--- config.mk ---
export PLATFORM = sky130hd
export DESIGN_NAME = mp_idle_rx
export DESIGN_NICKNAME = d
export VERILOG_FILES = /design/src/rtl/mp_idle_rx_pkg.sv /design/src/rtl/mp_idle_rx_ctrl.sv /design/src/rtl/mp_idle_rx_dp.sv /design/src/rtl/mp_idle_rx.sv
export SDC_FILE = /design/constraint.sdc
export NUM_CORES = 1
export LEC_CHECK = 0
export ABC_AREA = 1
export CAP_MARGIN = 5
export CORE_AREA = 2 2 54 56
export DETAILED_ROUTE_END_ITERATION = 12
export DIE_AREA = 0 0 56 58
export HOLD_SLACK_MARGIN = 0.06
export PLACE_DENSITY = 0.78
export SETUP_SLACK_MARGIN = 0.4
export SLEW_MARGIN = 20
export SYNTH_ARGS = -nofsm -noshare
export SYNTH_HDL_FRONTEND = slang
export SYNTH_HIERARCHICAL = 1
export SYNTH_SLANG_ARGS = --single-unit
--- constraint.sdc ---
create_clock -name clk -period 1.8 [get_ports clk]
set_clock_uncertainty 0.05 [all_clocks]
set_input_delay 0.36 -clock clk [delete_from_list [all_inputs] [get_ports clk]]
set_output_delay 0.36 -clock clk [all_outputs]
set_load 0.02 [all_outputs]
--- src/rtl/mp_idle_rx_pkg.sv ---
package mp_idle_rx_pkg;
  typedef enum logic [1:0] {ST_IDLE, ST_START, ST_DATA, ST_STOP} rxState_e;

  // strobes issued by the bit-timing control to the datapath
  typedef struct packed {
    logic startSeen;   // falling edge accepted while idle
    logic idleSample;  // baud tick taken while idle
    logic shiftBit;    // data bit sample
    logic stopSample;  // stop bit sample, frame complete
  } rxStrobe_t;
endpackage

--- src/rtl/mp_idle_rx_ctrl.sv ---
module mp_idle_rx_ctrl
  import mp_idle_rx_pkg::*;
#(
  parameter int DATA_BITS = 8
) (
  input  logic       clk,
  input  logic       rstN,
  input  logic       baudTick,
  input  logic       rxLine,
  output rxStrobe_t  strobe
);
  localparam int CW = (DATA_BITS > 1) ? $clog2(DATA_BITS) : 1;
  localparam logic [CW-1:0] LAST_BIT = CW'(DATA_BITS - 1);

  rxState_e state, stateNext;
  logic [CW-1:0] bitCnt, bitCntNext;

  always_comb begin
    stateNext  = state;
    bitCntNext = bitCnt;
    strobe     = '0;
    case (state)
      ST_IDLE: begin
        strobe.idleSample = baudTick;
        if (!rxLine) begin
          strobe.startSeen = 1'b1;
          stateNext        = ST_START;
        end
      end
      ST_START: begin
        if (baudTick) begin
          bitCntNext = '0;
          stateNext  = rxLine ? ST_IDLE : ST_DATA;
        end
      end
      ST_DATA: begin
        if (baudTick) begin
          strobe.shiftBit = 1'b1;
          if (bitCnt == LAST_BIT) stateNext = ST_STOP;
          else bitCntNext = bitCnt + 1'b1;
        end
      end
      ST_STOP: begin
        if (baudTick) begin
          strobe.stopSample = 1'b1;
          stateNext         = ST_IDLE;
        end
      end
      default: stateNext = ST_IDLE;
    endcase
  end

  always_ff @(posedge clk) begin
    if (!rstN) begin
      state  <= ST_IDLE;
      bitCnt <= '0;
    end else begin
      state  <= stateNext;
      bitCnt <= bitCntNext;
    end
  end
endmodule

--- src/rtl/mp_idle_rx_dp.sv ---
module mp_idle_rx_dp
  import mp_idle_rx_pkg::*;
#(
  parameter int DATA_BITS = 8,
  parameter int IDLE_BITS = 10
) (
  input  logic                 clk,
  input  logic                 rstN,
  input  logic                 rxLine,
  input  logic                 wakeEn,
  input  logic                 fmtSel,
  input  rxStrobe_t            strobe,
  output logic [DATA_BITS-1:0] rxData,
  output logic                 rxValid,
  output logic                 addrFlag,
  output logic                 idleFlag,
  output logic                 frameErr,
  output logic                 breakErr
);
  localparam int NW = $clog2(IDLE_BITS + 1);
  localparam logic [NW-1:0] IDLE_TOP = NW'(IDLE_BITS);

  logic [DATA_BITS-1:0] shiftReg;
  logic [NW-1:0]        idleCnt;
  logic                 blockPending;
  logic                 idleReach;
  logic                 isAddr;
  logic                 deliver;

  assign idleReach = strobe.idleSample && rxLine && !strobe.startSeen
                     && (idleCnt == IDLE_TOP - 1'b1);
  assign isAddr    = blockPending && !fmtSel;
  assign deliver   = strobe.stopSample && (fmtSel || !wakeEn || isAddr);

  always_ff @(posedge clk) begin
    if (!rstN) begin
      shiftReg     <= '0;
      idleCnt      <= '0;
      idleFlag     <= 1'b0;
      blockPending <= 1'b0;
    end else begin
      if (strobe.shiftBit) shiftReg <= {rxLine, shiftReg[DATA_BITS-1:1]};

      if (strobe.startSeen || (strobe.idleSample && !rxLine)) idleCnt <= '0;
      else if (strobe.idleSample && idleCnt != IDLE_TOP) idleCnt <= idleCnt + 1'b1;

      if (strobe.startSeen) idleFlag <= 1'b0;
      else if (idleReach)   idleFlag <= 1'b1;

      if (idleReach)              blockPending <= 1'b1;
      else if (strobe.stopSample) blockPending <= 1'b0;
    end
  end

  always_ff @(posedge clk) begin
    if (!rstN) begin
      rxData   <= '0;
      rxValid  <= 1'b0;
      addrFlag <= 1'b0;
      frameErr <= 1'b0;
      breakErr <= 1'b0;
    end else begin
      rxValid <= deliver;
      if (deliver) begin
        rxData   <= shiftReg;
        addrFlag <= isAddr;
        frameErr <= !rxLine;
        breakErr <= !rxLine && (shiftReg == '0);
      end
    end
  end
endmodule

--- src/rtl/mp_idle_rx.sv ---
module mp_idle_rx
  import mp_idle_rx_pkg::*;
#(
  parameter int DATA_BITS = 8,
  parameter int IDLE_BITS = 10
) (
  input  logic                 clk,
  input  logic                 rstN,
  input  logic                 baudTick,
  input  logic                 rxLine,
  input  logic                 wakeEn,
  input  logic                 fmtSel,
  output logic [DATA_BITS-1:0] rxData,
  output logic                 rxValid,
  output logic                 addrFlag,
  output logic                 idleFlag,
  output logic                 frameErr,
  output logic                 breakErr
);
  rxStrobe_t strobe;

  mp_idle_rx_ctrl #(.DATA_BITS(DATA_BITS)) u_ctrl (
    .clk(clk), .rstN(rstN), .baudTick(baudTick), .rxLine(rxLine), .strobe(strobe)
  );

  mp_idle_rx_dp #(.DATA_BITS(DATA_BITS), .IDLE_BITS(IDLE_BITS)) u_dp (
    .clk(clk), .rstN(rstN), .rxLine(rxLine), .wakeEn(wakeEn), .fmtSel(fmtSel),
    .strobe(strobe), .rxData(rxData), .rxValid(rxValid), .addrFlag(addrFlag),
    .idleFlag(idleFlag), .frameErr(frameErr), .breakErr(breakErr)
  );
endmodule

== Word-level counts from Yosys, hierarchy flattened ==
Cells that the tools add are included.

* Register bits after elaboration: 31
* Input bits: 6
* Logic and storage cells: 67
* Output and inout port bits: 13

* Reductions and logical operators: 23
* Bitwise gates (word level): 1
* $add $sub $neg: 2
* Equal/unequal tests: 12
* Muxes and demuxes: 18

{| class="wikitable"
|+ Operators with widths
! kind !! number
|-
| $mux 2 || 7
|-
| $ne 2x2->1 const B || 5
|-
| $mux 3 || 3
|-
| $logic_and 1x1->1 || 8
|-
| $logic_not 8->1 || 1
|-
| $pmux 2 s4 || 1
|-
| $mux 1 || 6
|-
| $pmux 3 s2 || 1
|-
| $reduce_and 5->1 || 1
|-
| $add 4x1->4 const B || 1
|-
| $eq 2x2->1 const B || 2
|-
| $eq 4x4->1 const B || 1
|-
| $logic_not 1->1 || 4
|-
| $ne 4x4->1 const B || 1
|-
| $reduce_and 4->1 || 1
|-
| $reduce_bool 2->1 || 2
|-
| $reduce_or 2->1 || 2
|-
| $add 3x1->3 const B || 1
|-
| $eq 3x3->1 const B || 1
|-
| $logic_or 1x1->1 || 3
|-
| $eq 2x1->1 const B || 1
|-
| $logic_not 2->1 || 1
|-
| $ne 2x1->1 const B || 1
|-
| $not 1->1 || 1
|}

== Depth between registers and ports, before layout ==
* Depth after elaboration: 6
* Gate-level depth with buffers: 8
* Gate-level depth less buffers: 8

== Hierarchy ==
The synthesis kept the hierarchy.

{| class="wikitable"
|+ By module, submodules not included
! module !! area each (um^2) !! times used !! cells an instance !! sequential area each (um^2)
|-
| mp_idle_rx_dp || 1,068.5 || 1 || 143 || 520.5
|-
| mp_idle_rx_ctrl || 269.0 || 1 || 39 || 100.1
|}

== Worst setup path before layout ==
No wires, ideal clock.

* Path type: register to register
* Start point: register (tool-made name)
* End point: register u_dp.rxData[6]
* Cell stages (with the launch flop): 9
* Data required time: 1,635 ps
* Path slack: 447 ps
* Setup time: 115 ps
* Clock period less this slack: 1,353 ps
* Arrival time: 1,188 ps
* Buffers on the path: 1
* Cell sequence: dfxtp_1 > inv_1 > nor3_1 > nand2_1 > nand2_2 > inv_2 > buf_6 > nand2_1 > a21oi_2

{| class="wikitable"
|+ RTL lines
! element !! RTL line !! text
|-
| to (signal assigned) || mp_idle_rx_dp.sv:65 || <nowiki>rxData <= shiftReg;</nowiki>
|-
| to (decl) || mp_idle_rx_dp.sv:13 || <nowiki>output logic [DATA_BITS-1:0] rxData,</nowiki>
|}

== Worst setup path in the final report ==
* Start point: register u_dp.rxValid
* End point: output port rxValid

{| class="wikitable"
|+ RTL lines
! element !! RTL line !! text
|-
| from (decl) || mp_idle_rx_dp.sv:14 || <nowiki>output logic rxValid,</nowiki>
|-
| from (signal assigned) || mp_idle_rx_dp.sv:63 || <nowiki>rxValid <= deliver;</nowiki>
|-
| to (decl) || mp_idle_rx.sv:14 || <nowiki>output logic rxValid,</nowiki>
|}

No word-level cell between the ends.

==> tab_implementation.tex <==
\begin{tabular}{lr}
\hline
Metric & Value \\
\hline
\multicolumn{2}{l}{\textbf{Global route}} \\
\quad Global-route track usage on met2 & 30.1\% \\
\quad GR Layer Usage met3 & 6.47\% \\
\quad Antenna violations before repair & 0 \\
\quad Largest net degree at the start of global routing & 14 \\
\quad First-pass GRT wire length & 4.62 mm \\
\quad Overall track demand over capacity in global routing & 18.2\% \\
\quad Grt ovf & 0 \\
\quad GR Layer Usage met1 & 21.4\% \\
\quad Vias in the first global route & 1122 \\
\quad Highest-utilization routing layer at the global route stage & met2 \\
\multicolumn{2}{l}{\textbf{Logic synthesis}} \\
\quad Netlist area before placement & 1340 µm² \\
\quad Mapped Cells & 182 \\
\quad Largest area contributor in the synthesized netlist & sky130\_fd\_sc\_hd\_\_dfxtp\_1 \\
\quad Number of nets in the synthesized netlist & 193 \\
\quad Most used flip-flop cell after synthesis & sky130\_fd\_sc\_hd\_\_dfxtp\_1 \\
\quad Most frequent cells after synthesis & sky130\_fd\_sc\_hd\_\_nand2\_1, sky130\_fd\_sc\_hd\_\_nor2\_1, sky130\_fd\_sc\_hd\_\_dfxtp\_1 \\
\quad Count of flip-flops with a built-in enable after synthesis & 0 \\
\quad Synth Register Bits & 31 \\
\quad Avg Cell Area, Syn & 7.35 µm² \\
\quad Distinct cell type count of the synthesized netlist & 20 \\
\quad Top-count cell post-synth & sky130\_fd\_sc\_hd\_\_nand2\_1 \\
\quad Post-synth top area share & 46.4\% \\
\quad Sequential area share after synthesis & 46.4\% \\
\quad Synth Warn \# & 6 \\
\quad Share of flip-flops with an asynchronous set or reset after synthesis & 0\% \\
\quad Largest cells by area after synthesis & sky130\_fd\_sc\_hd\_\_dfxtp\_1, sky130\_fd\_sc\_hd\_\_nand2\_1, sky130\_fd\_sc\_hd\_\_nor2\_1 \\
\multicolumn{2}{l}{\textbf{Die}} \\
\quad Area of the die & 3250 µm² \\
\quad Top-level port count & 19 \\
\quad Chip height & 58 µm \\
\quad Floorplan die width & 56 µm \\
\quad Cell row count & 19 \\
\quad Placeable core region & 2660 µm² \\
\quad Effective utilization at floorplan & 50.2\% \\
\multicolumn{2}{l}{\textbf{CTS}} \\
\quad Clock tree root buffer cell & sky130\_fd\_sc\_hd\_\_clkbuf\_4 \\
\quad Source-to-sink clock delay at the later pin of the worst-skew pair & 0.32 ns \\
\quad Clk buf depth & 2 \\
\quad Clock sink count & 31 \\
\quad Post-CTS clock slew at the launch and capture registers of the worst setup and hold paths & 0.08 ns \\
\quad Inserted Clock Buffers & 5 \\
\quad Htree depth & 2 \\
\quad CTS tree & built \\
\quad Hold Buf Count CTS & 0 \\
\multicolumn{2}{l}{\textbf{Worst setup path}} \\
\quad Worst-path cell chain & dlygate4sd2\_1 \\
\quad Critical Path Slowest Stage Cell & sky130\_fd\_sc\_hd\_\_dlygate4sd2\_1 \\
\quad CP Capture Type & primary output \\
\quad Crit path from & u\_dp/rxValid\$\_SDFF\_PN0\_ \\
\quad CP Launch Type & flip-flop \\
\quad Family of cells with the greatest summed delay on the critical path & buffers and inverters \\
\quad Arrival time at the worst endpoint & 0.95 ns \\
\quad Max stage delay on crit path & 0.32 ns \\
\quad Maximum fanout along the worst path & 1 \\
\quad Crit Reg-Reg Startpoint & u\_ctrl/state[0]\$\_SDFFE\_PN0P\_ \\
\quad CP bufs+invs & 1 \\
\quad Critical path class & reg2out \\
\quad Required @ worst endpoint & 1.39 ns \\
\multicolumn{2}{l}{\textbf{Power}} \\
\quad Switching share of total power & 24.4\% \\
\quad Maximum VDD drop & 0.000638 V \\
\quad Sequential fraction of design power & 55.1\% \\
\quad Leak & 0.736 nW \\
\quad Power density cells & 767 nW/µm² \\
\quad Relative contribution of combinational cells to total power & 10.3\% \\
\quad Internal power & 0.983 mW \\
\quad Switch Pwr & 0.318 mW \\
\quad Clock share of power & 34.6\% \\
\multicolumn{2}{l}{\textbf{Place}} \\
\quad Count of input and output buffers & 18 \\
\quad Placed Instance Area & 1580 µm² \\
\quad GP Congestion & 0.786 \\
\quad Worst slack, placed & -0.0154 ns \\
\quad Placed cells & 233 \\
\quad Hpwl dp & 2.02 mm \\
\multicolumn{2}{l}{\textbf{Cells and area}} \\
\quad Cell Count, Final, Fillers Out & 243 \\
\quad Final non-filler cell area & 1700 µm² \\
\quad Area growth from synthesis to layout & 26.8\% \\
\quad Net count reported at finish & 222 \\
\quad Final antenna diode count & 0 \\
\quad Share of post-route cells with drive strength above 1 & 21.7\% \\
\multicolumn{2}{l}{\textbf{STA}} \\
\quad Worst relative slew slack & 72.8\% \\
\quad Final-report max-slew violation count & 0 \\
\quad Slew @ Worst Pin & 0.407 ns \\
\quad Smallest setup slack after layout & 0.441 ns \\
\quad Clock period minus worst slack & 1.36 ns \\
\quad Final worst path period share & 75.5\% \\
\quad Count of final setup violators & 0 \\
\quad Max Fclk & 736 MHz \\
\quad Final hold violation count & 0 \\
\quad Unrepaired setup endpoints after global routing & false \\
\multicolumn{2}{l}{\textbf{Detailed routing}} \\
\quad Pre-Repair DR Iteration Count & 4 \\
\quad Vias after detailed routing & 1228 \\
\quad Via-to-Cell Ratio & 5.05 \\
\quad Routed length per instance & 11.3 µm \\
\quad Post-route ant nets & 0 \\
\quad Total Routed Length & 2.76 mm \\
\quad Detailed router's first-iteration violation count & 40 \\
\quad Remaining routing DRC violations & 0 \\
\multicolumn{2}{l}{\textbf{Worst hold path}} \\
\quad Path type of the worst min-delay path & reg2reg \\
\quad Hold path startpoint & u\_dp/idleFlag\$\_SDFFE\_PP0P\_ \\
\multicolumn{2}{l}{\textbf{Outcome}} \\
\quad Outcome & finished, final reports clean \\
\multicolumn{2}{l}{\textbf{Job}} \\
\quad Max-cap check violation count & 0 \\
\hline
\end{tabular}
-- timing repair --
action                                  in CTS  in global routing
gates resized for setup                     32                 17
buffers inserted                             0                  1
pin swaps                                    0                  6
cloned                                       0                  1
endpoints found under the setup margin      24                 29
-- routing by layer --
metal,up-vias,part of all wire (%)
met5,-,0
met4,0,0.87
met3,2,6.6
met2,31,48
met1,558,44
li1,637,-
-- layout make-up --
cell class / count / area [µm²]
Tap cell: 31 / 38.8
Fill cell: 240 / 966
Sequential cell: 31 / 624
Timing Repair Buffer: 27 / 262
Inverter: 19 / 71.3
Multi-Input combinational cell: 127 / 632
Clock buffer: 8 / 68.8
-- cell families (layout without fill, tap and decap cells) --
kind of cell / after synthesis / after routing / share of synthesized area (%)
DFF: 31 / 31 / 46.4
AOI/OAI and AO/OA: 32 / 32 / 12.9
and+or+nand+nor: 89 / 89 / 27.0
buffers and inverters: 24 / 54 / 8.33
adders and majority gates: 5 / 5 / 4.68
xor gates and xnor gates: 1 / 1 / 0.655
-- metrics by stage --
stage	total power, mW	hold slack, ns	TNS [ns]	utilization (%)
final	1.30	0.408	0	63.7
after global routing	1.37	0.426	0	63.7
after CTS	1.31	0.411	0	62.4
after detailed placement	0.860	0.398	-0.0373	59.4
after global placement	0.850	0.394	0	59.4
after floorplan	0.813	0.404	0	-
-- tightest hold or removal path: cells and delay by family (launching register included) --
kind	cells	cell delay [ns]
buffers and inverters	1	0.05
AOI/OAI and AO/OA	1	0.05
DFF	1	0.31
-- final timing paths --
path / endpoint / slack (ns) / cells after the start
worst min-delay path: u_dp/idleFlag$_SDFFE_PP0P_ / 0.41 / 2
worst max-delay path: rxValid / 0.44 / 1
worst min register to register: u_dp/idleFlag$_SDFFE_PP0P_ / 0.41 / 2
worst max register to register: u_dp/rxData[4]$_SDFFE_PN0P_ / 0.51 / 7
-- registers in the layout, indices dropped and copies added (netlist names), named ones only --
register           count
u_ctrl/bitCnt          3
u_ctrl/state           1
u_dp/addrFlag          1
u_dp/blockPending      1
u_dp/breakErr          1
u_dp/frameErr          1
u_dp/idleCnt           4
u_dp/idleFlag          1
u_dp/rxData            8
u_dp/rxValid           1
u_dp/shiftReg          8
-- power groups by stage --
stage	combinational [mW]	sequential, mW	clock [mW]
final	0.134	0.717	0.450
after global routing	0.153	0.720	0.497
after CTS	0.130	0.716	0.467
after detailed placement	0.128	0.732	0
after global placement	0.119	0.730	0
after floorplan	0.0851	0.728	0
-- placed cells by master, fill, tap and decap left out, types with 4 or more instances in the layout --
cell type / count
sky130_fd_sc_hd__nand3_1: 9
sky130_fd_sc_hd__dfxtp_1: 28
sky130_fd_sc_hd__inv_1: 15
sky130_fd_sc_hd__buf_4: 7
sky130_fd_sc_hd__clkdlybuf4s50_1: 4
sky130_fd_sc_hd__clkdlybuf4s15_2: 6
sky130_fd_sc_hd__clkbuf_2: 4
sky130_fd_sc_hd__inv_2: 4
sky130_fd_sc_hd__o21ai_0: 8
sky130_fd_sc_hd__a21oi_2: 4
sky130_fd_sc_hd__nand2_1: 41
sky130_fd_sc_hd__nor2_1: 31
sky130_fd_sc_hd__clkbuf_4: 5
sky130_fd_sc_hd__a21oi_1: 18
No activity file was read; power rests on OpenSTA's default activity.
